## src/rtl/magcmp_pkg.sv

```systemverilog
package magcmp_pkg;

  localparam int ADDR_W = 3;

  localparam logic [ADDR_W-1:0] ADDR_MODE     = 3'd0;
  localparam logic [ADDR_W-1:0] ADDR_WATCH    = 3'd1;
  localparam logic [ADDR_W-1:0] ADDR_REFCHAN  = 3'd2;
  localparam logic [ADDR_W-1:0] ADDR_CONST    = 3'd3;
  localparam logic [ADDR_W-1:0] ADDR_FLAGCLR  = 3'd4;

  localparam int MODE_DIR_BIT = 0;
  localparam int MODE_SRC_BIT = 1;
  localparam int MODE_IRQ_BIT = 2;

  // strobes from control to datapath, all valid for one cycle
  typedef struct packed {
    logic cmpHit;   // result belongs to the watch channel
    logic refLoad;  // result belongs to the reference channel, capture it
    logic refDrop;  // configuration changed, discard captured reference
    logic flagClr;  // software clear of the hit flag
  } strobe_t;

endpackage

```

## src/rtl/magcmp_ctrl.sv

```systemverilog
module magcmp_ctrl
  import magcmp_pkg::*;
#(
  parameter int CHAN_W = 5,
  parameter int DATA_W = 12
) (
  input  logic              clk,
  input  logic              rstN,
  input  logic              resValid,
  input  logic [CHAN_W-1:0] resChan,
  input  logic              cfgWrEn,
  input  logic [ADDR_W-1:0] cfgAddr,
  input  logic [DATA_W-1:0] cfgWrData,
  output strobe_t           strb,
  output logic              dirBelow,
  output logic              refFromChan,
  output logic              irqEn,
  output logic [CHAN_W-1:0] watchChan,
  output logic [DATA_W-1:0] constRef
);

  logic [CHAN_W-1:0] refChan;
  logic              cfgTouch;

  // a write to any of the four configuration registers
  assign cfgTouch = cfgWrEn && (cfgAddr <= ADDR_CONST);

  always_ff @(posedge clk or negedge rstN) begin
    if (!rstN) begin
      dirBelow    <= 1'b0;
      refFromChan <= 1'b0;
      irqEn       <= 1'b0;
      watchChan   <= '0;
      refChan     <= '0;
      constRef    <= '0;
    end else if (cfgWrEn) begin
      case (cfgAddr)
        ADDR_MODE: begin
          dirBelow    <= cfgWrData[MODE_DIR_BIT];
          refFromChan <= cfgWrData[MODE_SRC_BIT];
          irqEn       <= cfgWrData[MODE_IRQ_BIT];
        end
        ADDR_WATCH:   watchChan <= cfgWrData[CHAN_W-1:0];
        ADDR_REFCHAN: refChan   <= cfgWrData[CHAN_W-1:0];
        ADDR_CONST:   constRef  <= cfgWrData;
        default: ;
      endcase
    end
  end

  always_comb begin
    strb.cmpHit  = resValid && (resChan == watchChan);
    strb.refLoad = resValid && (resChan == refChan) && !cfgTouch;
    strb.refDrop = cfgTouch;
    strb.flagClr = cfgWrEn && (cfgAddr == ADDR_FLAGCLR) && cfgWrData[0];
  end

endmodule

```

## src/rtl/magcmp_dp.sv

```systemverilog
module magcmp_dp
  import magcmp_pkg::*;
#(
  parameter int DATA_W = 12
) (
  input  logic              clk,
  input  logic              rstN,
  input  strobe_t           strb,
  input  logic [DATA_W-1:0] resData,
  input  logic              dirBelow,
  input  logic              refFromChan,
  input  logic [DATA_W-1:0] constRef,
  output logic              cmpFlag
);

  logic [DATA_W-1:0] capRef;
  logic              capValid;
  logic [DATA_W-1:0] useRef;
  logic              refReady;
  logic              condMet;
  logic              setFlag;

  // captured reference-channel value
  always_ff @(posedge clk or negedge rstN) begin
    if (!rstN) begin
      capRef   <= '0;
      capValid <= 1'b0;
    end else if (strb.refDrop) begin
      capValid <= 1'b0;
    end else if (strb.refLoad) begin
      capRef   <= resData;
      capValid <= 1'b1;
    end
  end

  // unsigned compare against the selected reference
  always_comb begin
    useRef   = refFromChan ? capRef : constRef;
    refReady = !refFromChan || capValid;
    condMet  = dirBelow ? (resData < useRef) : (resData >= useRef);
    setFlag  = strb.cmpHit && refReady && condMet;
  end

  // sticky flag, a hit wins over a clear in the same cycle
  always_ff @(posedge clk or negedge rstN) begin
    if (!rstN)             cmpFlag <= 1'b0;
    else if (setFlag)      cmpFlag <= 1'b1;
    else if (strb.flagClr) cmpFlag <= 1'b0;
  end

endmodule

```

## src/rtl/magcmp_unit.sv

```systemverilog
module magcmp_unit
  import magcmp_pkg::*;
#(
  parameter int CHAN_W = 5,
  parameter int DATA_W = 12
) (
  input  logic              clk,
  input  logic              rstN,
  input  logic              resValid,
  input  logic [CHAN_W-1:0] resChan,
  input  logic [DATA_W-1:0] resData,
  input  logic              cfgWrEn,
  input  logic [ADDR_W-1:0] cfgAddr,
  input  logic [DATA_W-1:0] cfgWrData,
  output logic              cmpFlag,
  output logic              cmpIrq
);

  strobe_t           strb;
  logic              dirBelow;
  logic              refFromChan;
  logic              irqEn;
  logic [CHAN_W-1:0] watchChan;
  logic [DATA_W-1:0] constRef;

  magcmp_ctrl #(.CHAN_W(CHAN_W), .DATA_W(DATA_W)) uCtrl (
    .clk        (clk),
    .rstN       (rstN),
    .resValid   (resValid),
    .resChan    (resChan),
    .cfgWrEn    (cfgWrEn),
    .cfgAddr    (cfgAddr),
    .cfgWrData  (cfgWrData),
    .strb       (strb),
    .dirBelow   (dirBelow),
    .refFromChan(refFromChan),
    .irqEn      (irqEn),
    .watchChan  (watchChan),
    .constRef   (constRef)
  );

  magcmp_dp #(.DATA_W(DATA_W)) uDp (
    .clk        (clk),
    .rstN       (rstN),
    .strb       (strb),
    .resData    (resData),
    .dirBelow   (dirBelow),
    .refFromChan(refFromChan),
    .constRef   (constRef),
    .cmpFlag    (cmpFlag)
  );

  assign cmpIrq = cmpFlag & irqEn;

endmodule

```

## config.mk

```make
export PLATFORM = sky130hd
export DESIGN_NAME = magcmp_unit
export DESIGN_NICKNAME = d
export VERILOG_FILES = /design/src/rtl/magcmp_pkg.sv /design/src/rtl/magcmp_ctrl.sv /design/src/rtl/magcmp_dp.sv /design/src/rtl/magcmp_unit.sv
export SDC_FILE = /design/constraint.sdc
export NUM_CORES = 1
export LEC_CHECK = 0
export BUFFER_PORTS_ARGS = -buffer_cell sky130_fd_sc_hd__buf_2
export CORE_UTILIZATION = 30
export CTS_CLUSTER_DIAMETER = 120
export CTS_CLUSTER_SIZE = 28
export DETAILED_ROUTE_END_ITERATION = 10
export MAX_ROUTING_LAYER = met4
export SKIP_LAST_GASP = 1
export SYNTH_ARGS = -nofsm -noshare
export SYNTH_HDL_FRONTEND = slang
export SYNTH_SLANG_ARGS = --single-unit
```

## constraint.sdc

```tcl
create_clock -name clk -period 2.6 [get_ports clk]
set_clock_uncertainty 0.2 [all_clocks]
set_input_delay 0.26 -clock clk [delete_from_list [all_inputs] [get_ports clk]]
set_output_delay 0.26 -clock clk [all_outputs]
set_load 0.005 [all_outputs]
```

==> summary.md, run 1 <==
| Metric | Value |
|---|---|
| Metal2 WL | `1730 µm` |
| Die Area | `approximately 7000 µm²` |
| Post-DRT Antenna Nets | `0` |
| Combinational share of power | `between 20% and 30%` |
| Final Non-Filler Cells | `between 200 and 300` |
| Initial antenna violation count | `0` |
| Setup TNS | `0 ns` |
| DR vias | `about 1.3k` |
| Met3 wire len | `about 170 µm` |
| First-pass GRT wire length | `~6500 µm` |
| Clock latency on the worst-skew pair | `between 0.2 and 0.3 ns` |
| Highest routed metal layer | `met4` |
| Unrepaired setup endpoints after global routing | `no` |
| CTS root buffer | `clkbuf_8` |
| # fillers | `626` |
| Detailed Route Iter0 Violations | `41` |
| Clock transition at path regs | `0.08 ns` |
| Synth area leaders | `dfrtp_1 (49%), mux2_2 (19%), ha_1 (7.5%), mux2i_1 (5.5%), xnor2_1 (2.6%)` |
| Yosys warnings | `0` |
| Internal power | `roughly 1500 µW` |
| Chip height | `between 80 and 90 µm` |
| Tot GR Track Use | `about an eighth` |
| Crit-path max FO | `13` |
| Main combinational cell family by area after synthesis | `multiplexers` |
| Total power draw | `between 2000 and 2500 µW` |
| Status | `complete, no violations` |
| Leak | `between 0.001 and 0.0015 µW` |
| DRC | `0` |
| Setup violators final | `0` |
| Crit path DAT | `~2.4 ns` |
| Placed Instances | `between 200 and 300` |
| Hpwl dp | `approximately 2900 µm` |
| Final Hold Viols | `0` |
| Worst Max-Slew Pin Slew | `between 0.8 and 0.9 ns` |
| Avg Inst Size Synth | `between 10 and 15 µm²` |
| Post-synthesis compound-gate area fraction | `5.490%` |
| Total clock sinks | `39` |
| Vias in the first global route | `approximately 1.4k` |
| Num CTS Buffers | `5` |
| Worst Reg-to-Reg Cells | `8` |
| Reg2reg end | `uDp.cmpFlag$_DFFE_PN0P_` |
| Drt wl/cell | `between 10 and 15 µm` |
| Seq cells post-synth | `39` |
| Post-CTS setup repair buffer count | `0` |
| Die Wd | `83.77 µm` |
| Detailed Route WL | `around 3900 µm` |
| GPL Wtd Cong | `0.7999` |
| # IOs | `38` |
| Clock power share | `30.1%` |
| Reg-to-Reg Start | `uCtrl.refFromChan$_DFFE_PN0P_` |
| Synth area leader | `dfrtp_1` |
| Req. time, crit path | `between 2 and 3 ns` |
| Clock Path Buffers | `2` |
| Initial Util | `approximately a third` |
| Max cap viols | `0` |
| CTS tree | `built` |
| Post-synth top cells | `dfrtp_1 (39), mux2_2 (34), ha_1 (12)` |
| # rows | `29` |
| Synth Area in Adders | `between 7 and 8%` |
| Mux contribution to synthesized area | `a little over a quarter` |
| Synthesized area | `around 2000 µm²` |
| Fin crit share | `90.80%` |
| Post-synthesis xor/xnor area fraction | `under 10%` |
| Hold Crit Class | `primary input to flip-flop` |
| Port-buffer cells | `37` |
| Antenna cells | `0` |
| Power Density | `807.7 nW/µm²` |
| Syn_nets | `200` |
| NetSw | `between 500 and 600 µW` |
| VDD IR-drop max | `approximately 0.00034 V` |
| Synth top area share | `about half` |
| Largest net degree at the start of global routing | `40` |
| Startpoint Class | `flip-flop` |
| Sequential-to-total area share from yosys stat | `48.66%` |
| Mapped Cells | `152` |
| Kind of critical path | `flip-flop to flip-flop` |
| Synth async-reset ratio | `between 90% and 100%` |
| Top_reg_cell synth | `dfrtp_1` |
| Total congestion overflow | `0` |
| Worst setup startpoint | `uCtrl.refFromChan$_DFFE_PN0P_` |
| Final #Nets | `251` |
| Layout cell share with drive strength beyond 1 | `between 40% and 50%` |
| Core box area | `6386 µm²` |
| EDFF count, synth | `0` |
| Sw Ratio | `approximately 27%` |
| Metal1 wirelength | `1914 µm` |
| Fmax | `~0.42 GHz` |
| Area Overhead vs Synth | `24.58%` |
| Worst reg2reg setup slack | `0.24 ns` |
| Worst setup EP type | `flip-flop` |
| Post-cts resize count | `0` |
| Vias per cell | `4.797` |
| Cell with the most instances after synthesis | `dfrtp_1` |
| Sequential power share | `42.9%` |
| Post-Synth Simple-Gate Area | `6.488%` |
| End point of the critical path | `uDp.cmpFlag$_DFFE_PN0P_` |
| # H-tree levels | `2` |
| Post-layout minimum cycle time | `between 2 and 2.5 ns` |
| DRT Pass-1 Iters | `4` |
| Hold buffer count at cts | `7` |
| Max transition margin | `between 40% and 50%` |
| Synth unique cells | `30` |
| Slew Viols, Final | `0` |
==> power groups by stage <==
stage          clock network [µW]  registers (µW)  logic, µW
5_1_grt                       650             890        612
3_5_place_dp                    0             879        542
2_1_floorplan                   0             852        410
6_report                      608             866        544
4_1_cts                       621             867        554
3_3_place_gp                    0             878        530
==> cell families after synthesis <==
group,after synthesis
AND/OR/NAND/NOR,23
flip-flops,39
buffers and inverters,5
adder cells (fa/ha/maj),12
XOR/XNOR,10
multiplexers,48
AO/OA/AOI/OAI,15
==> placed cells by master (no fill, tap or decap), drive strengths merged, types with 3 or more instances in the layout <==
cell | synthesis | routed
nor2 | 4 | 4
buf | 3 | 40
clkbuf | 0 | 5
xor2 | 4 | 4
nand3 | 4 | 4
nand4 | 5 | 5
dlygate4sd3 | 0 | 7
a21oi | 4 | 4
nand2 | 3 | 3
mux2 | 37 | 37
o31ai | 3 | 3
xnor2 | 6 | 6
dfrtp | 39 | 39
ha | 12 | 12
mux2i | 11 | 11
==> cell type report <==
cell class	count	area, µm²	share of cell area, %
timing repair buffer	47	277.8	11.12
inverter	2	7.507	0.3005
clock inverter	3	67.56	2.704
sequential	39	975.9	39.06
clock buffer	5	68.82	2.754
multi-input combinational	108	1005	40.21
tap	77	96.34	3.856
==> critical path, stage by stage, from the launching register on <==
cell,delay (ns)
dfrtp_1,0.33
buf_4,0.24
mux2i_1,0.22
ha_1,0.26
nor2b_4,0.13
o211ai_2,0.12
a211oi_1,0.10
o41a_1,0.41
o31ai_1,0.25
==> worst min-delay path by stage <==
stage / from / to / slack [ns] / cells past startpoint
after floorplan: rstN / uCtrl.constRef[0]$_DFFE_PN0P_ / -0.24 / 0
after global placement: rstN / uCtrl.watchChan[4]$_DFFE_PN0P_ / 0.23 / 1
after detailed placement: rstN / uCtrl.watchChan[0]$_DFFE_PN0P_ / 0.23 / 1
after CTS: resData[7] / uDp.capRef[7]$_DFFE_PN0P_ / 0.004 / 2
after global routing: cfgWrData[9] / uCtrl.constRef[9]$_DFFE_PN0P_ / 0.002 / 2
final: resData[7] / uDp.capRef[7]$_DFFE_PN0P_ / 0.008 / 2
==> metrics by stage <==
| step | hold WS, ns | cell area, µm² | utilization [%] | worst slack (ns) |
|---|---|---|---|---|
| 6_report | 0.007556 | 2499 | 39.13 | 0.2392 |
| 5_1_grt | 0.002103 | 2499 | 39.13 | 0.06514 |
| 4_1_cts | 0.003794 | 2499 | 39.13 | 0.2290 |
| 3_5_place_dp | 0.2347 | 2292 | 35.89 | 0.2738 |
| 3_3_place_gp | 0.2325 | 2292 | 35.89 | 0.3350 |
| 2_1_floorplan | -0.2356 | 2006 | - | 0.2651 |
==> per-layer routing <==
metal / global-route usage [%] / vias to the layer above
li1: - / 664
met1: 15.57 / 647
met2: 18.92 / 31
met3: 3.462 / 6
met4: 2.773 / 0
met5: - / -
==> sequential cells by signal, indices dropped and copies added (netlist names) <==
signal / cells
uDp.capValid: 1
uCtrl.constRef: 12
uCtrl.irqEn: 1
uCtrl.refFromChan: 1
uCtrl.refChan: 5
uCtrl.watchChan: 5
uCtrl.dirBelow: 1
uDp.capRef: 12
uDp.cmpFlag: 1
(Power assumes the default switching activity.)
==> run 2: changes to the inputs <==
Clock period 2.6 ns to 2.4 ns, I/O delays scaled along.
==> run 2 against run 1 <==
Net effect: combinational power increased by 20%; setup slack got worse by 0.13 ns; critical path type unchanged; largest power group unchanged; highest routed layer unchanged; worst hold slack got worse by 0.00084 ns; via count increased by 4.3%; largest cell class unchanged; non-clock buffer count increased by 11.
==> summary.md, run 2 (synthesized netlist as in run 1, its figures left out) <==
| Metric | Value |
|---|---|
| Most frequent cells in the layout | `dfrtp_1 (39), buf_2 (37), mux2_2 (34)` |
| Clock transition at path regs | `0.08 ns` |
| Layout cell share with drive strength beyond 1 | `between 40% and 50%` |
| Slowest stage delay, CP | `0.44 ns` |
| Slew Viols, Final | `0` |
| Max transition margin | `between 40% and 50%` |
| WP buf/inv | `1` |
| CTS root buffer | `clkbuf_8` |
| Crit-path cells | `buf_6 -> mux2i_2 -> ha_1 -> a21o_1 -> a21oi_2 -> a21oi_2 -> o41a_1 -> o31ai_2` |
| VDD IR-drop max | `roughly 0.00042 V` |
| Initial Util | `about a third` |
| Detailed Route WL | `4112 µm` |
| Worst path slowest cell | `o41a_1` |
| Port-buffer cells | `37` |
| Design area | `2603 µm²` |
| Num CTS Buffers | `5` |
| CP top delay family | `compound AO/OA/AOI/OAI gates` |
| Leak | `0.001205 µW` |
| Crit-path max FO | `6` |
| Antenna cells | `0` |
| Cell count of the worst hold path | `2` |
| Fin crit share | `roughly 95%` |
| Clock latency on the worst-skew pair | `roughly 0.29 ns` |
| Detailed Route Iter0 Violations | `between 40 and 50` |
| Die Area | `around 7000 µm²` |
| # IOs | `38` |
| Worst reg2reg setup slack | `between 0.1 and 0.15 ns` |
| GPL Wtd Cong | `0.7728` |
| Setup violators final | `0` |
| Clock Path Buffers | `2` |
| Sequential power share | `a little over two fifths` |
| Worst setup EP type | `flip-flop` |
| Vias per cell | `just under 5` |
| Status | `complete, no violations` |
| Total congestion overflow | `0` |
| DR vias | `1,406` |
| Critical path's most frequent cell | `a21oi_2` |
| Initial antenna violation count | `0` |
| Vias in the first global route | `1,412` |
| Combinational share of power | `roughly 30%` |
| Chip height | `about 84 µm` |
| DRT Pass-1 Iters | `4` |
| Power Density | `835.2 nW/µm²` |
| Post-layout minimum cycle time | `~2.3 ns` |
| Largest net degree at the start of global routing | `40` |
| Total clock sinks | `39` |
| Largest registers | `uCtrl.constRef: 12 flops, uDp.capRef: 12 flops` |
| Hold Crit Class | `primary input to flip-flop` |
| CTS tree | `built` |
| DRC | `0` |
| Die Wd | `~84 µm` |
| Most common cell after layout, fill and taps aside | `dfrtp_1` |
| WP depth | `8` |
| Drt wl/cell | `about 14 µm` |
| Placement Cell Area | `2300 µm²` |
| Max cap viols | `0` |
| Sw Ratio | `28.39%` |
| Fmax | `0.4372 GHz` |
| Hpwl dp | `about 3000 µm` |
| Post-DRT Antenna Nets | `0` |
| Internal power | `between 1500 and 2000 µW` |
| Clock power share | `26.4%` |
| # rows | `29` |
| Area Overhead vs Synth | `29.76%` |
| Hold slack | `between 0.006 and 0.007 ns` |
| Worst Reg-to-Reg Cells | `8` |
| Core box area | `roughly 6400 µm²` |
| Worst Max-Slew Pin Slew | `0.8848 ns` |
| First-pass GRT wire length | `6927 µm` |
| Startpoint Class | `flip-flop` |
| Tot GR Track Use | `around 13%` |
| Final Hold Viols | `0` |
| Kind of critical path | `flip-flop to flip-flop` |
| Final #Nets | `roughly 260` |
| # H-tree levels | `2` |
| NetSw | `roughly 620 µW` |
| Crit path DAT | `about 2.3 ns` |
| Req. time, crit path | `roughly 2.4 ns` |
## run 2: cell types whose count changed in the layout (fill, tap and decap cells not counted), sizes merged
cell and change:
dlygate4sd3 +6, buf +5, bufinv -1, clkinv +1
clkinvlp -1, clkbuf +1
## run 2: power by group through the flow
stage / Sequential [µW] / Clock [µW] / Combinational (µW)
after CTS: 944 / 590 / 615
after global placement: 954 / 0 / 579
after global routing: 971 / 619 / 732
final: 945 / 573 / 655
after floorplan: 923 / 0 / 445
after detailed placement: 955 / 0 / 596
## run 2: layout make-up
| class | count | area (µm²) |
|---|---|---|
| inverters | 2 | 7.507 |
| clock inverters | 2 | 35.03 |
| well taps | 77 | 96.34 |
| repair buffers | 58 | 379.1 |
| fillers | 625 | 3784 |
| flip-flops and latches | 39 | 975.9 |
| clock buffers | 6 | 82.58 |
| multi-input cells | 108 | 1026 |
## run 2: metal layers
| metal | GRT usage [%] | vias to the layer above | part of all wire (%) |
|---|---|---|---|
| met5 | - | - | 0 |
| met4 | 1.849 | 0 | 0.46 |
| met3 | 3.561 | 5 | 4.7 |
| met2 | 19.96 | 33 | 45 |
| met1 | 17.60 | 687 | 49 |
| li1 | - | 681 | - |
## run 2: worst paths after layout
| path | from | end |
|---|---|---|
| worst max-delay path | uCtrl.refFromChan$_DFFE_PN0P_ | uDp.cmpFlag$_DFFE_PN0P_ |
| worst min-delay path | resData[4] | uDp.capRef[4]$_DFFE_PN0P_ |
| worst max register to register | uCtrl.refFromChan$_DFFE_PN0P_ | uDp.cmpFlag$_DFFE_PN0P_ |
| worst min register to register | uDp.capValid$_DFFE_PN0P_ | uDp.capValid$_DFFE_PN0P_ |
| max in group asynchronous | rstN | uDp.capRef[8]$_DFFE_PN0P_ |
| min in group asynchronous | rstN | uCtrl.refChan[4]$_DFFE_PN0P_ |
## run 2: stage by stage
stage          total power, µW  cells  worst slack (ns)  util [%]  setup TNS [ns]
2_1_floorplan             1367    152           0.06513         -               0
3_3_place_gp              1534    267            0.1906     36.01               0
3_5_place_dp              1550    267           0.06736     36.01               0
4_1_cts                   2149    288           0.07848     39.89               0
5_1_grt                   2322    292          -0.02197     40.75        -0.02197
6_report                  2174    292            0.1126     40.75               0
## run 2: what timing repair did
item	in CTS	in global routing
endpoints found under the setup margin	0	1
gates resized for setup	0	6
hold buffers	13	0
hold endpoints to repair	51	0
buffers inserted	0	4
## run 2: worst register-to-register path, cell delays in order, from the launching register on
cell and delay (ns):
dfrtp_1 0.39, buf_6 0.14, mux2i_2 0.23, ha_1 0.27, a21o_1 0.17, a21oi_2 0.12
a21oi_2 0.07, o41a_1 0.44, o31ai_2 0.17
